==> src/rtl/gpio_bank_pkg.sv <==
package gpio_bank_pkg;
  localparam int BYTE_W = 8;
  typedef logic [BYTE_W-1:0] gpio_byte_t;
endpackage

==> src/rtl/gpio_win_decode.sv <==
module gpio_win_decode #(
  parameter int ADDR_W     = 16,
  parameter int NUM_GROUPS = 8,
  localparam int GI_W      = $clog2(NUM_GROUPS)
) (
  input  logic [ADDR_W-1:0] addr,
  input  logic [ADDR_W-1:0] base,
  output logic              hit,
  output logic [GI_W-1:0]   grp
);
  logic [ADDR_W-1:0] offset;

  always_comb begin
    offset = addr - base;
    hit    = (offset < ADDR_W'(NUM_GROUPS));
    grp    = offset[GI_W-1:0];
  end
endmodule

==> src/rtl/gpio_sync2.sv <==
module gpio_sync2 #(
  parameter int W = 64
) (
  input  logic         clk,
  input  logic         rst,
  input  logic [W-1:0] d,
  output logic [W-1:0] q
);
  logic [W-1:0] meta;

  always_ff @(posedge clk) begin
    if (rst) begin
      meta <= '0;
      q    <= '0;
    end else begin
      meta <= d;
      q    <= meta;
    end
  end
endmodule

==> src/rtl/gpio_group.sv <==
module gpio_group
  import gpio_bank_pkg::*;
(
  input  logic       clk,
  input  logic       rst,
  input  logic       wr_en,
  input  gpio_byte_t wr_data,
  input  gpio_byte_t oe_bits,
  input  gpio_byte_t sio_bits,
  output gpio_byte_t latch_q,
  output gpio_byte_t drive_q
);
  always_ff @(posedge clk) begin
    if (rst) begin
      latch_q <= '0;
      drive_q <= '0;
    end else begin
      if (wr_en) latch_q <= wr_data;
      drive_q <= oe_bits & sio_bits;
    end
  end


  group_load_chk: assert property (@(posedge clk) disable iff (rst)
    wr_en |=> (latch_q == $past(wr_data)));


  group_reset_chk: assert property (@(posedge clk)
    rst |=> (latch_q == '0 && drive_q == '0));
endmodule

==> src/rtl/gpio_group_bank.sv <==
module gpio_group_bank
  import gpio_bank_pkg::*;
#(
  parameter int ADDR_W     = 16,
  parameter int NUM_GROUPS = 8,
  parameter int SIO_GROUPS = 5,
  localparam int GROUP_W   = BYTE_W,
  localparam int LINES     = NUM_GROUPS * GROUP_W,
  localparam int SIO_LINES = SIO_GROUPS * GROUP_W,
  localparam int GI_W      = $clog2(NUM_GROUPS)
) (
  input  logic                 clk,
  input  logic                 rst,
  input  logic [ADDR_W-1:0]    io_addr,
  input  logic                 io_wr,
  input  logic                 io_rd,
  input  logic [GROUP_W-1:0]   io_wdata,
  output logic [GROUP_W-1:0]   io_rdata,
  output logic                 io_rvalid,
  input  logic [ADDR_W-1:0]    base_addr,
  input  logic [LINES-1:0]     oe_en,
  input  logic [SIO_LINES-1:0] sio_en,
  input  logic [LINES-1:0]     pin_in,
  output logic [LINES-1:0]     pin_out,
  output logic [LINES-1:0]     pin_oe
);
  logic            win_hit;
  logic [GI_W-1:0] win_grp;
  logic [LINES-1:0] pin_sync;
  logic            wr_hit;
  logic            rd_hit;

  gpio_win_decode #(.ADDR_W(ADDR_W), .NUM_GROUPS(NUM_GROUPS)) u_dec (
    .addr (io_addr),
    .base (base_addr),
    .hit  (win_hit),
    .grp  (win_grp)
  );

  gpio_sync2 #(.W(LINES)) u_sync (
    .clk (clk),
    .rst (rst),
    .d   (pin_in),
    .q   (pin_sync)
  );

  assign wr_hit = io_wr && win_hit;
  assign rd_hit = io_rd && win_hit;

  for (genvar g = 0; g < NUM_GROUPS; g++) begin : g_grp
    gpio_byte_t sio_eff;
    if (g < SIO_GROUPS) begin : g_sio
      assign sio_eff = sio_en[g*GROUP_W +: GROUP_W];
    end else begin : g_nosio
      assign sio_eff = '1;
    end

    gpio_group u_grp (
      .clk      (clk),
      .rst      (rst),
      .wr_en    (wr_hit && (win_grp == GI_W'(g))),
      .wr_data  (io_wdata),
      .oe_bits  (oe_en[g*GROUP_W +: GROUP_W]),
      .sio_bits (sio_eff),
      .latch_q  (pin_out[g*GROUP_W +: GROUP_W]),
      .drive_q  (pin_oe[g*GROUP_W +: GROUP_W])
    );
  end

  always_ff @(posedge clk) begin
    if (rst) begin
      io_rdata  <= '0;
      io_rvalid <= 1'b0;
    end else begin
      io_rvalid <= rd_hit;
      if (rd_hit) io_rdata <= pin_sync[int'(win_grp)*GROUP_W +: GROUP_W];
    end
  end


  rvalid_window_chk: assert property (@(posedge clk) disable iff (rst)
    io_rvalid |-> $past(io_rd && win_hit));


  latch_hold_chk: assert property (@(posedge clk) disable iff (rst)
    !wr_hit |=> $stable(pin_out));


  drive_needs_oe_chk: assert property (@(posedge clk) disable iff (rst)
    ##1 ((pin_oe & ~$past(oe_en)) == '0));
endmodule

==> config.mk <==
export PLATFORM = sky130hd
export DESIGN_NAME = gpio_group_bank
export DESIGN_NICKNAME = d
export VERILOG_FILES = /design/src/rtl/gpio_bank_pkg.sv /design/src/rtl/gpio_win_decode.sv /design/src/rtl/gpio_sync2.sv /design/src/rtl/gpio_group.sv /design/src/rtl/gpio_group_bank.sv
export SDC_FILE = /design/constraint.sdc
export NUM_CORES = 1
export LEC_CHECK = 0
export BUFFER_PORTS_ARGS = -buffer_cell sky130_fd_sc_hd__buf_4
export CAP_MARGIN = 20
export CELL_PAD_IN_SITES_DETAIL_PLACEMENT = 1
export CELL_PAD_IN_SITES_GLOBAL_PLACEMENT = 1
export CORE_UTILIZATION = 37
export DETAILED_ROUTE_END_ITERATION = 10
export MAX_ROUTING_LAYER = met4
export PLACE_DENSITY_LB_ADDON = 0.1
export SKIP_CTS_REPAIR_TIMING = 1
export SYNTH_ARGS = -nofsm -noshare
export SYNTH_HDL_FRONTEND = slang
export SYNTH_SLANG_ARGS = --single-unit
==> constraint.sdc <==
create_clock -name clk -period 3.7 [get_ports clk]
set_input_delay 0.185 -clock clk [delete_from_list [all_inputs] [get_ports clk]]
set_output_delay 0.185 -clock clk [all_outputs]
set_load 0.02 [all_outputs]
# After elaboration in Yosys (flattened, before gate mapping)

Index checks and enable logic that the tools add are counted.

Reduce and logical (&&, ||, !) cells: 11
Multiplexer cells: 0
Shift operators: 1
Equal/unequal tests: 7
Bitwise operators: 5
Div/mod/pow operators: 0
Multipliers: 0
Add/subtract/negate cells: 1
Magnitude comparators: 1

Operator list:

| kind                                                 | number |
|---|---|
| variable part select 64 x 7 -> 8 bit                 | 1 |
| bitwise AND 8 bit                                    | 5 |
| < comparator 16 x 4 -> 1 bit (second input constant) | 1 |
| subtractor 16 bit                                    | 1 |
| equality test 3 bit (second input constant)          | 4 |
| logical AND 1 bit                                    | 10 |
| equality test 3 x 2 -> 1 bit (second input constant) | 2 |
| equality test 3 x 1 -> 1 bit (second input constant) | 1 |
| zero test 3 bit                                      | 1 |

Register bits after elaboration: 265
Output and inout port bits: 137
Input port bits: 212
Memories kept: 0
Bits in read-only memories: 0
Bits in writable memories: 0
Logic and storage cells: 46
Latch bits: 0

# Depth between registers and ports, before layout

Gate-level depths: netlist of run 1.

Depth in word-level cells: 4
Gate-level depth with buffers: 13

# Hierarchy

A second synthesis of run 1 with hierarchy kept.

Cell total of the unflattened synthesis: 929
Area total of the unflattened synthesis: 9525.4 µm²

By module, submodules not included:

| module          | times used | cells an instance | area each (µm²) |
|---|---|---|---|
| gpio_group      | 8          | 51                | 518.0 |
| gpio_sync2      | 1          | 270               | 3464.6 |
| gpio_group_bank | 1          | 111               | 959.7 |
| gpio_win_decode | 1          | 140               | 957.2 |

# Worst setup path after synthesis of run 1

Ideal clock, no wire load.

Kind: input to register
Start: input base_addr[2]
End: register io_rdata[0]
Stages: 11
Library setup time: 0.121 ns
Path buffers: 1
Path slack: 0.969 ns
Arrival: 2.610 ns
Path through: inv_1 > ha_1 > nor2b_1 > o311ai_0 > a21oi_1 > or2_2 > a31oi_1 > and4b_1 > buf_2 > nand4_2 > mux2_2

Word-level cells in the longest chain between the ends: 3

Ends and longest elaborated chain:

| what                         | RTL line              | RTL |
|---|---|---|
| start, declared              | gpio_group_bank.sv:20 | `input logic [ADDR_W-1:0] base_addr,` |
| subtractor 16 bit *          | gpio_win_decode.sv:14 | `offset = addr - base;` |
| < comparator 16 x 4 -> 1 bit | gpio_win_decode.sv:15 | `hit = (offset < ADDR_W'(NUM_GROUPS));` |
| logical AND 1 bit            | gpio_group_bank.sv:48 | `assign rd_hit = io_rd && win_hit;` |
| end signal, assigned         | gpio_group_bank.sv:76 | `if (rd_hit) io_rdata <= pin_sync[int'(win_grp)*GROUP_W +: GROUP_W];` |
| end, declared                | gpio_group_bank.sv:18 | `output logic [GROUP_W-1:0] io_rdata,` |

Every way passes the cells marked *; elsewhere a longest branch is shown, timed or not.
A chain may end at the register's enable or synchronous reset.

# Final worst setup path of run 1

Start: input io_addr[2]
End: register g_grp[7].u_grp.latch_q[6]

Word-level cells in the longest chain between the ends: 4

Ends and longest elaborated chain:

| what                         | RTL line              | RTL |
|---|---|---|
| start, declared              | gpio_group_bank.sv:14 | `input logic [ADDR_W-1:0] io_addr,` |
| subtractor 16 bit *          | gpio_win_decode.sv:14 |  |
| < comparator 16 x 4 -> 1 bit | gpio_win_decode.sv:15 |  |
| logical AND 1 bit            | gpio_group_bank.sv:47 | `assign wr_hit = io_wr && win_hit;` |
| logical AND 1 bit *          | gpio_group_bank.sv:61 | `.wr_en (wr_hit && (win_grp == GI_W'(g))),` |
| end signal, assigned         | gpio_group.sv:18      | `if (wr_en) latch_q <= wr_data;` |
| end, declared                | gpio_group.sv:10      | `output gpio_byte_t latch_q,` |

Marked as above.

==> metrics.txt, run 1 <==
hold_ws=229 ps; Cells after DPL=around 1,500; CP endpoint kind=flip-flop; Static Leak=7.05 nW; Routed WL=between 30 and 40 mm; unrepaired setup endpoints after global routing=no; Die H=between 150 and 200 µm; Hold Path Origin=io_wdata[7]; Unique masters post-synth=50; cell with the most instances after synthesis=dfxtp_1; Worst Hold Class=input pin to flip-flop; FFs w/ async S/R, synth=0; critical-path maximum fanout=10; Mapped Area=9540 µm²; initial antenna violation count=4; die area=approximately 26,000 µm²; worst reg2reg startpoint=u_sync.q[33]$_SDFF_PP0_; Arr. time, crit path=3240 ps; Core ar.=about 25,000 µm²; CP Launch Type=input pin; syn nets=1,116; pwr dens=around 450 nW/µm²; Total Power=6.84 mW; synth cell count leaders=265 x dfxtp_1, 163 x nor2b_1, 75 x nand2b_1; Setup crit start=io_addr[2]; status=complete, no violations; Place WS=between 300 and 400 ps; final worst setup slack=915 ps; final hold viol count=0; Routed wire per std cell=18.1 µm; largest net degree at the start of global routing=between 150 and 200; die span in x=~160 µm; minimum clock period=approximately 2800 ps; Max-cap violations=0; Detailed Place HPWL=between 15 and 20 mm; relative max-transition margin=0.317; GR Util All Layers=0.194; Max Root-Sink Buffers=3; DP Area=12,500 µm²; Synth top area share=0.556; setup TNS=0 ps; critical path class=input pin to flip-flop; data required time of the worst path=slightly above 4000 ps; vias in the first global route=7,577; flip-flop and latch area=approximately 5300 µm²; first-pass GRT wire length=39.2 mm; area delta synth->final=58.6%; ANT nets after route=0; CTS tree=built; Synth Flop Type=dfxtp_1; share of cells above drive strength 1=0.313; fmax=around 360 MHz; overflow left after global routing=0; final setup skew=between 8 and 9 ps; Clock transition at path regs=roughly 60 ps; post-layout util=0.599; multi-input logic area=3980 µm²; clk sink count=between 200 and 300; Cells after Synth=around 890; Via density=approximately 4.6; Residual DRC=0; Final Non-Filler Cells=around 1,800; root buf cell=clkbuf_16; CTS Buf Count=28; gpl congestion=approximately 0.78; Slew @ Worst Pin=a little over 1000 ps; final instance area=~15,000 µm²; H-tree depth=1; maximum vdd drop=between 0.3 and 0.4 mV; via count=8,123; final worst path period share=0.753; #FFs+latches synth=around 270; Pins Over Slew Limit=0; drt first-iter violations=266; Site Rows=58; largest area contributor in the netlist=dfxtp_1; Area contributors post-synth=dfxtp_1 56%, nor2b_1 11%, mux2i_1 6.9%; Initial Util=0.378; IO buf count=348; Final Setup Violations=0; Post-synth EDFFs=0; yosys warns=0; Post-layout nets=roughly 1,600; Synth Area per Inst=roughly 11 µm²; # IOs=about 350; First-pass DRT Iterations=4; # fillers=about 2,700; register area share after synthesis=0.556; worst skew pair latency=around 540 ps
[worst max-delay path: stages]
cell and delay [ps]:
buf_4 110, ha_1 390, nor2b_1 190, o311ai_0 580
a21oi_1 160, o21ai_0 250, mux2i_1 210, and4b_1 210
buf_4 200, and4_1 500, mux2i_1 240
[registers in the layout (all words and copies together), names as in the netlist]
name                 cells
io_rdata                 8
u_sync.meta             64
g_grp.u_grp.latch_q     64
u_sync.q                64
io_rvalid                1
g_grp.u_grp.drive_q     64
[cells in the final DEF, fill, tap and decap left out, drive strengths merged, types with 3 or more instances in the layout]
| cell | count |
|---|---|
| a21o | 8 |
| a21oi | 21 |
| buf | 358 |
| bufinv | 4 |
| clkbuf | 39 |
| clkinv | 7 |
| dfxtp | 265 |
| diode | 4 |
| dlygate4sd3 | 169 |
| ha | 15 |
| inv | 18 |
| mux2 | 9 |
| mux2i | 66 |
| mux4 | 16 |
| nand2 | 60 |
| nand2b | 75 |
| nand3 | 7 |
| nand3b | 4 |
| nand4 | 9 |
| nor2 | 52 |
| nor2b | 163 |
| o21ai | 3 |
| xnor2 | 5 |
| xor2 | 9 |
[per-layer routing]
layer  vias to the layer above  global-route usage  share of wire
li1                       3910                   -              -
met1                      3919               0.227           0.39
met2                       230               0.336           0.54
met3                        64              0.0410          0.045
met4                         0              0.0480          0.026
met5                         -                   -              0
[cell families after synthesis]
family / count (synthesis) / synth area share
adder cells (fa/ha/maj): 16 / 0.0218
XOR/XNOR: 14 / 0.0136
multiplexers: 91 / 0.118
flip-flops: 265 / 0.556
AO/OA/AOI/OAI: 47 / 0.0320
buffers and inverters: 68 / 0.0274
AND/OR/NAND/NOR: 387 / 0.232
[worst paths after layout]
check / to / slack (ps) / cells after the start
max: g_grp[7].u_grp.latch_q[6]$_SDFFE_PP0P_ / 920 / 11
min: g_grp[5].u_grp.latch_q[7]$_SDFFE_PP0P_ / 230 / 3
max reg2reg: io_rdata[1]$_SDFFE_PP0P_ / 2340 / 4
min reg2reg: u_sync.q[26]$_SDFF_PP0_ / 440 / 1
[power breakdown]
group          switching, mW  internal (mW)
sequential            0.0286           2.95
clock                   1.19           1.79
combinational          0.398          0.486
[layout make-up]
cell class	instances	share of cell area
Tap cell	330	0.0273
Clock buffer	38	0.0528
Sequential cell	265	0.351
Clock inverter	13	0.0112
Antenna cell	4	0.000661
Inverter	18	0.00446
Multi-Input combinational cell	555	0.263
Timing Repair Buffer	528	0.290
Power figures use the tool's default switching activity.
==> inputs of run 2 (changes only) <==
- clock period: 3.7 -> 2.59 ns (I/O delays scaled with it)
==> metrics.txt, run 2 (same netlist as run 1, synthesis figures left out) <==
First-pass DRT Iterations=4 (unchanged); final worst path period share=0.876; Worst Hold Class=input pin to flip-flop (unchanged); largest net degree at the start of global routing=129 (was 171); slowest CP cell=o311ai_1 (was o311ai_0); Post-layout nets=1,653 (was 1,624); fmax=between 400 and 500 MHz; combinational power share=0.139 (was 0.129); Seq pwr share=0.439 (was 0.435); H-tree depth=1 (unchanged); Max Root-Sink Buffers=3 (unchanged); Routed wire per std cell=18.7 µm (was 18.1 µm); Routed WL=33.3 mm (was 31.7 mm); IO buf count=348 (unchanged); Die H=163 µm (unchanged); final setup skew=11.0 ps (was 8.60 ps); Pins Over Slew Limit=0 (unchanged); critical-path maximum fanout=10 (unchanged); Final Setup Violations=0 (unchanged); CTS Buf Count=28 (unchanged); Slew @ Worst Pin=770 ps (was 1020 ps); CP Launch Type=input pin (unchanged); die span in x=163 µm (unchanged); critical path class=input pin to flip-flop (unchanged); Clk pwr share=0.422 (was 0.435); Site Rows=58 (unchanged); post-layout util=0.614 (was 0.599); Arr. time, crit path=2720 ps (was 3240 ps); status=complete, no violations (unchanged); # fillers=2,746 (was 2,711); GR Util All Layers=0.197 (was 0.194); drt first-iter violations=315 (was 266); Sw Share=0.239 (was 0.236); initial antenna violation count=4 (unchanged); Worst path most repeated cell=buf_12; critical path cell sequence=buf_4 > inv_1 > ha_1 > nor2b_1 > o311ai_1 > nand2_1 > xor2_1 > nor4_1 > and4b_1 > buf_12 > and4_1 > buf_12 > mux2i_1 (was buf_4 > ha_1 > nor2b_1 > o311ai_0 > a21oi_1 > o21ai_0 > mux2i_1 > and4b_1 > buf_4 > and4_1 > mux2i_1); maximum vdd drop=0.585 mV (was 0.312 mV); worst skew pair latency=540 ps (about the same); root buf cell=clkbuf_16 (unchanged); most common cell after layout, fill and taps aside=buf_4 (unchanged); Hold Path Origin=io_wdata[7] (unchanged); Max-cap violations=0 (unchanged); data required time of the worst path=3040 ps (was 4150 ps); Residual DRC=0 (unchanged); clk sink count=265 (unchanged); via count=8,245 (was 8,123); Core ar.=25,300 µm² (unchanged); Worst Path Buf+Inv=4 (was 2); Via density=4.63 (was 4.64); first-pass GRT wire length=40.1 mm (was 39.2 mm); Static Leak=7.23 nW (was 7.05 nW); Psw=2.32 mW (was 1.62 mW); vias in the first global route=7,637 (was 7,577); CP endpoint kind=flip-flop (unchanged); CP max stage delay=410 ps (was 580 ps); # IOs=349 (unchanged); Setup crit start=base_addr[2] (was io_addr[2]); area delta synth->final=62.4% (was 58.6%); Initial Util=0.378 (unchanged); Cells after DPL=1,556 (was 1,527); die area=26,400 µm² (unchanged); hold_ws=90.6 ps (was 229 ps); internal power=7.38 mW (was 5.22 mW); Clock transition at path regs=60 ps (about the same); overflow left after global routing=0 (unchanged); gpl congestion=0.827 (was 0.777); ANT nets after route=0 (unchanged); pwr dens=626 nW/µm² (was 452 nW/µm²); Detailed Place HPWL=18.7 mm (was 18.2 mm); Top Family by Delay on Critical Path=simple AND/OR/NAND/NOR gates (was compound AO/OA/AOI/OAI gates); CTS tree=built (unchanged); minimum clock period=2270 ps; Final Non-Filler Cells=1,781 (was 1,751); final hold viol count=0 (unchanged); worst reg2reg startpoint=u_sync.q[9]$_SDFF_PP0_ (was u_sync.q[33]$_SDFF_PP0_); relative max-transition margin=0.487 (was 0.317); unrepaired setup endpoints after global routing=no (unchanged); share of cells above drive strength 1=0.326 (was 0.313); most frequent cells in the layout=374 x buf_4, 265 x dfxtp_1, 169 x dlygate4sd3_1, 163 x nor2b_1, 75 x nand2b_1 (was 358 x buf_4, 265 x dfxtp_1, 169 x dlygate4sd3_1, 163 x nor2b_1, 75 x nand2b_1)
-- run 2: cell types whose count changed in the layout (fill, tap and decap cells not counted), moves of 2 or more --
cell / before / now
buf_12: 0 / 13
buf_4: 358 / 374
clkbuf_1: 5 / 7
clkinv_2: 7 / 4
-- run 2: path summary, 6_finish.rpt --
kind	end	slack, ps	cells past startpoint
min reg2reg	u_sync.q[10]$_SDFF_PP0_	440	1
max	g_grp[7].u_grp.latch_q[2]$_SDFFE_PP0P_	320	13
max reg2reg	io_rdata[1]$_SDFFE_PP0P_	1200	4
min	g_grp[4].u_grp.latch_q[7]$_SDFFE_PP0P_	90	3
-- run 2: cell type report --
type	count	area, µm²	share of cell area
clock inverter	12	158	0.0102
sequential	265	5310	0.342
tap	330	413	0.0266
clock buffer	39	782	0.0505
multi-input combinational	555	3990	0.257
inverter	18	67.6	0.00436
antenna	5	12.5	0.000807
timing repair buffer	557	4770	0.308
-- run 2: power groups by stage --
stage	combinational, mW	clock (mW)	sequential, mW
floorplan	0.507	0	4.38
global placement	1.09	0	4.33
detailed placement	1.11	0	4.34
CTS	1.12	4.13	4.25
global route	1.45	4.38	4.26
finish	1.35	4.09	4.26
-- run 2: routing by layer --
metal  track usage  vias to the layer above  routed length (µm)
li1              -                     3972                   -
met1         0.230                     3942               12500
met2         0.348                      255               18000
met3        0.0418                       76                1690
met4        0.0404                        0                1090
met5             -                        -                   0
-- run 2: per-stage QoR --
stage | cell area [µm²] | power (mW) | TNS [ps] | setup slack, ps
global route | 15500 | 10.1 | 0 | 85.4
CTS | 13800 | 9.50 | 0 | 302
finish | 15500 | 9.70 | 0 | 321
global placement | 12900 | 5.42 | -4070 | -160
detailed placement | 12900 | 5.44 | -10850 | -233
floorplan | 9550 | 4.89 | 0 | 21.2
-- run 2: tightest hold or removal path: cells and delay by family --
family	cells	cell delay [ps]
multiplexers	1	180
AND/OR/NAND/NOR	1	190
buffers and inverters	1	80
==> inputs of run 3 (changes only) <==
- CTS_BUF_LIST: default -> sky130_fd_sc_hd__clkbuf_4 sky130_fd_sc_hd__clkbuf_8 sky130_fd_sc_hd__clkbuf_16
- HOLD_SLACK_MARGIN: default -> 0.08
==> metrics.txt, run 3 (same netlist as run 1, synthesis figures left out) <==
Top Family by Delay on Critical Path=simple AND/OR/NAND/NOR gates (unchanged); First-pass DRT Iterations=4 (unchanged); clk sink count=265 (unchanged); Site Rows=58 (unchanged); first-pass GRT wire length=40.0 mm (was 40.1 mm); area delta synth->final=62.7% (was 62.4%); flip-flop and latch area=5310 µm² (unchanged); most frequent cells in the layout=374 x buf_4, 265 x dfxtp_1, 169 x dlygate4sd3_1, 163 x nor2b_1, 75 x nand2b_1 (unchanged); CP max stage delay=410 ps (about the same); relative max-transition margin=0.484 (was 0.487); Residual DRC=0 (unchanged); ANT nets after route=0 (unchanged); die span in x=163 µm (unchanged); Clock transition at path regs=60 ps (about the same); status=complete, no violations (unchanged); Final Non-Filler Cells=1,782 (was 1,781); Core ar.=25,300 µm² (unchanged); GR Util All Layers=0.197 (about the same); worst skew pair latency=530 ps (was 540 ps); Static Leak=7.26 nW (was 7.23 nW); via count=8,223 (was 8,245); minimum clock period=2270 ps (about the same); critical path class=input pin to flip-flop (unchanged); Slew @ Worst Pin=773 ps (was 770 ps); Die H=163 µm (unchanged); largest net degree at the start of global routing=129 (unchanged); multi-input logic area=3990 µm² (unchanged); final instance area=15,500 µm² (about the same); critical-path maximum fanout=10 (unchanged); internal power=7.45 mW (was 7.38 mW); drt first-iter violations=290 (was 315); combinational power share=0.138 (was 0.139); Cells after DPL=1,556 (unchanged); Max Root-Sink Buffers=3 (unchanged); Routed wire per std cell=18.0 µm (was 18.7 µm); CP Launch Type=input pin (unchanged); DP Area=12,900 µm² (unchanged); Psw=2.29 mW (was 2.32 mW); die area=26,400 µm² (unchanged); final worst setup slack=323 ps (was 321 ps); final hold viol count=0 (unchanged); Max-cap violations=0 (unchanged); Arr. time, crit path=2720 ps (about the same); maximum vdd drop=0.582 mV (was 0.585 mV); Sw Share=0.235 (was 0.239); fmax=441 MHz (about the same); initial antenna violation count=5 (was 4); hold_ws=88.2 ps (was 90.6 ps); unrepaired setup endpoints after global routing=no (unchanged); H-tree depth=1 (unchanged); Seq pwr share=0.437 (was 0.439); IO buf count=348 (unchanged); most common cell after layout, fill and taps aside=buf_4 (unchanged); Routed WL=32.2 mm (was 33.3 mm); pwr dens=628 nW/µm² (was 626 nW/µm²); Place WS=-233 ps (unchanged); Via density=4.61 (was 4.63); data required time of the worst path=3040 ps (about the same); Clk pwr share=0.426 (was 0.422); root buf cell=clkbuf_16 (unchanged); Worst Path Buf+Inv=4 (unchanged); Worst path most repeated cell=buf_12 (unchanged); Initial Util=0.378 (unchanged); vias in the first global route=7,618 (was 7,637); Detailed Place HPWL=18.7 mm (unchanged); Pins Over Slew Limit=0 (unchanged); CTS tree=built (unchanged); Total Power=9.75 mW (was 9.70 mW); CP endpoint kind=flip-flop (unchanged); Post-layout nets=1,653 (unchanged); share of cells above drive strength 1=0.331 (was 0.326); # IOs=349 (unchanged); Worst Hold Class=input pin to flip-flop (unchanged); final setup skew=9.28 ps (was 11.0 ps); CTS Buf Count=28 (unchanged); slowest CP cell=o311ai_1 (unchanged); gpl congestion=0.827 (unchanged); # fillers=2,727 (was 2,746); Final Setup Violations=0 (unchanged); overflow left after global routing=0 (unchanged); final worst path period share=0.875 (was 0.876); critical path cell sequence=buf_4 > inv_1 > ha_1 > nor2b_1 > o311ai_1 > nand2_1 > xor2_1 > nor4_1 > and4b_1 > buf_12 > and4_1 > buf_12 > mux2i_1 (unchanged)
[run 3: final cells by class]
cell class                      count  area share
Sequential cell                   265       0.342
Timing Repair Buffer              557       0.307
Multi-Input combinational cell    555       0.257
Clock buffer                       39      0.0521
Tap cell                          330      0.0266
Clock inverter                     12      0.0102
Inverter                           18     0.00435
Antenna cell                        6    0.000967
[run 3: worst register-to-register path, stage by stage (launching register included)]
cell and delay (ps):
dfxtp_1 300, mux4_2 490, nand2_1 90, a21oi_1 80, mux2_2 300
[run 3: per-stage QoR]
| step | setup TNS [ps] | utilization |
|---|---|---|
| CTS | 0 | 0.547 |
| floorplan | 0 | - |
| finish | 0 | 0.615 |
| detailed placement | -10850 | 0.509 |
| global route | 0 | 0.615 |
| global placement | -4070 | 0.509 |
[run 3: final timing paths]
check	start	to	slack, ps	cells past startpoint
worst max-delay path	base_addr[2]	g_grp[7].u_grp.latch_q[2]$_SDFFE_PP0P_	320	13
worst max register to register	u_sync.q[1]$_SDFF_PP0_	io_rdata[1]$_SDFFE_PP0P_	1210	4
worst min-delay path	io_wdata[7]	g_grp[4].u_grp.latch_q[7]$_SDFFE_PP0P_	90	3
worst min register to register	u_sync.meta[7]$_SDFF_PP0_	u_sync.q[7]$_SDFF_PP0_	440	1
[run 3: layer usage]
layer | wire, µm | share of wire | track usage
met1 | 12500 | 0.39 | 0.230
met2 | 17100 | 0.53 | 0.347
met3 | 1620 | 0.050 | 0.0418
met4 | 924 | 0.029 | 0.0395
met5 | 0 | 0 | -
[run 3: power groups by stage]
stage | registers, mW | clock network (mW) | logic [mW]
floorplan | 4.38 | 0 | 0.507
detailed placement | 4.34 | 0 | 1.11
finish | 4.25 | 4.15 | 1.34
global placement | 4.33 | 0 | 1.09
CTS | 4.25 | 4.20 | 1.11
global route | 4.26 | 4.43 | 1.45
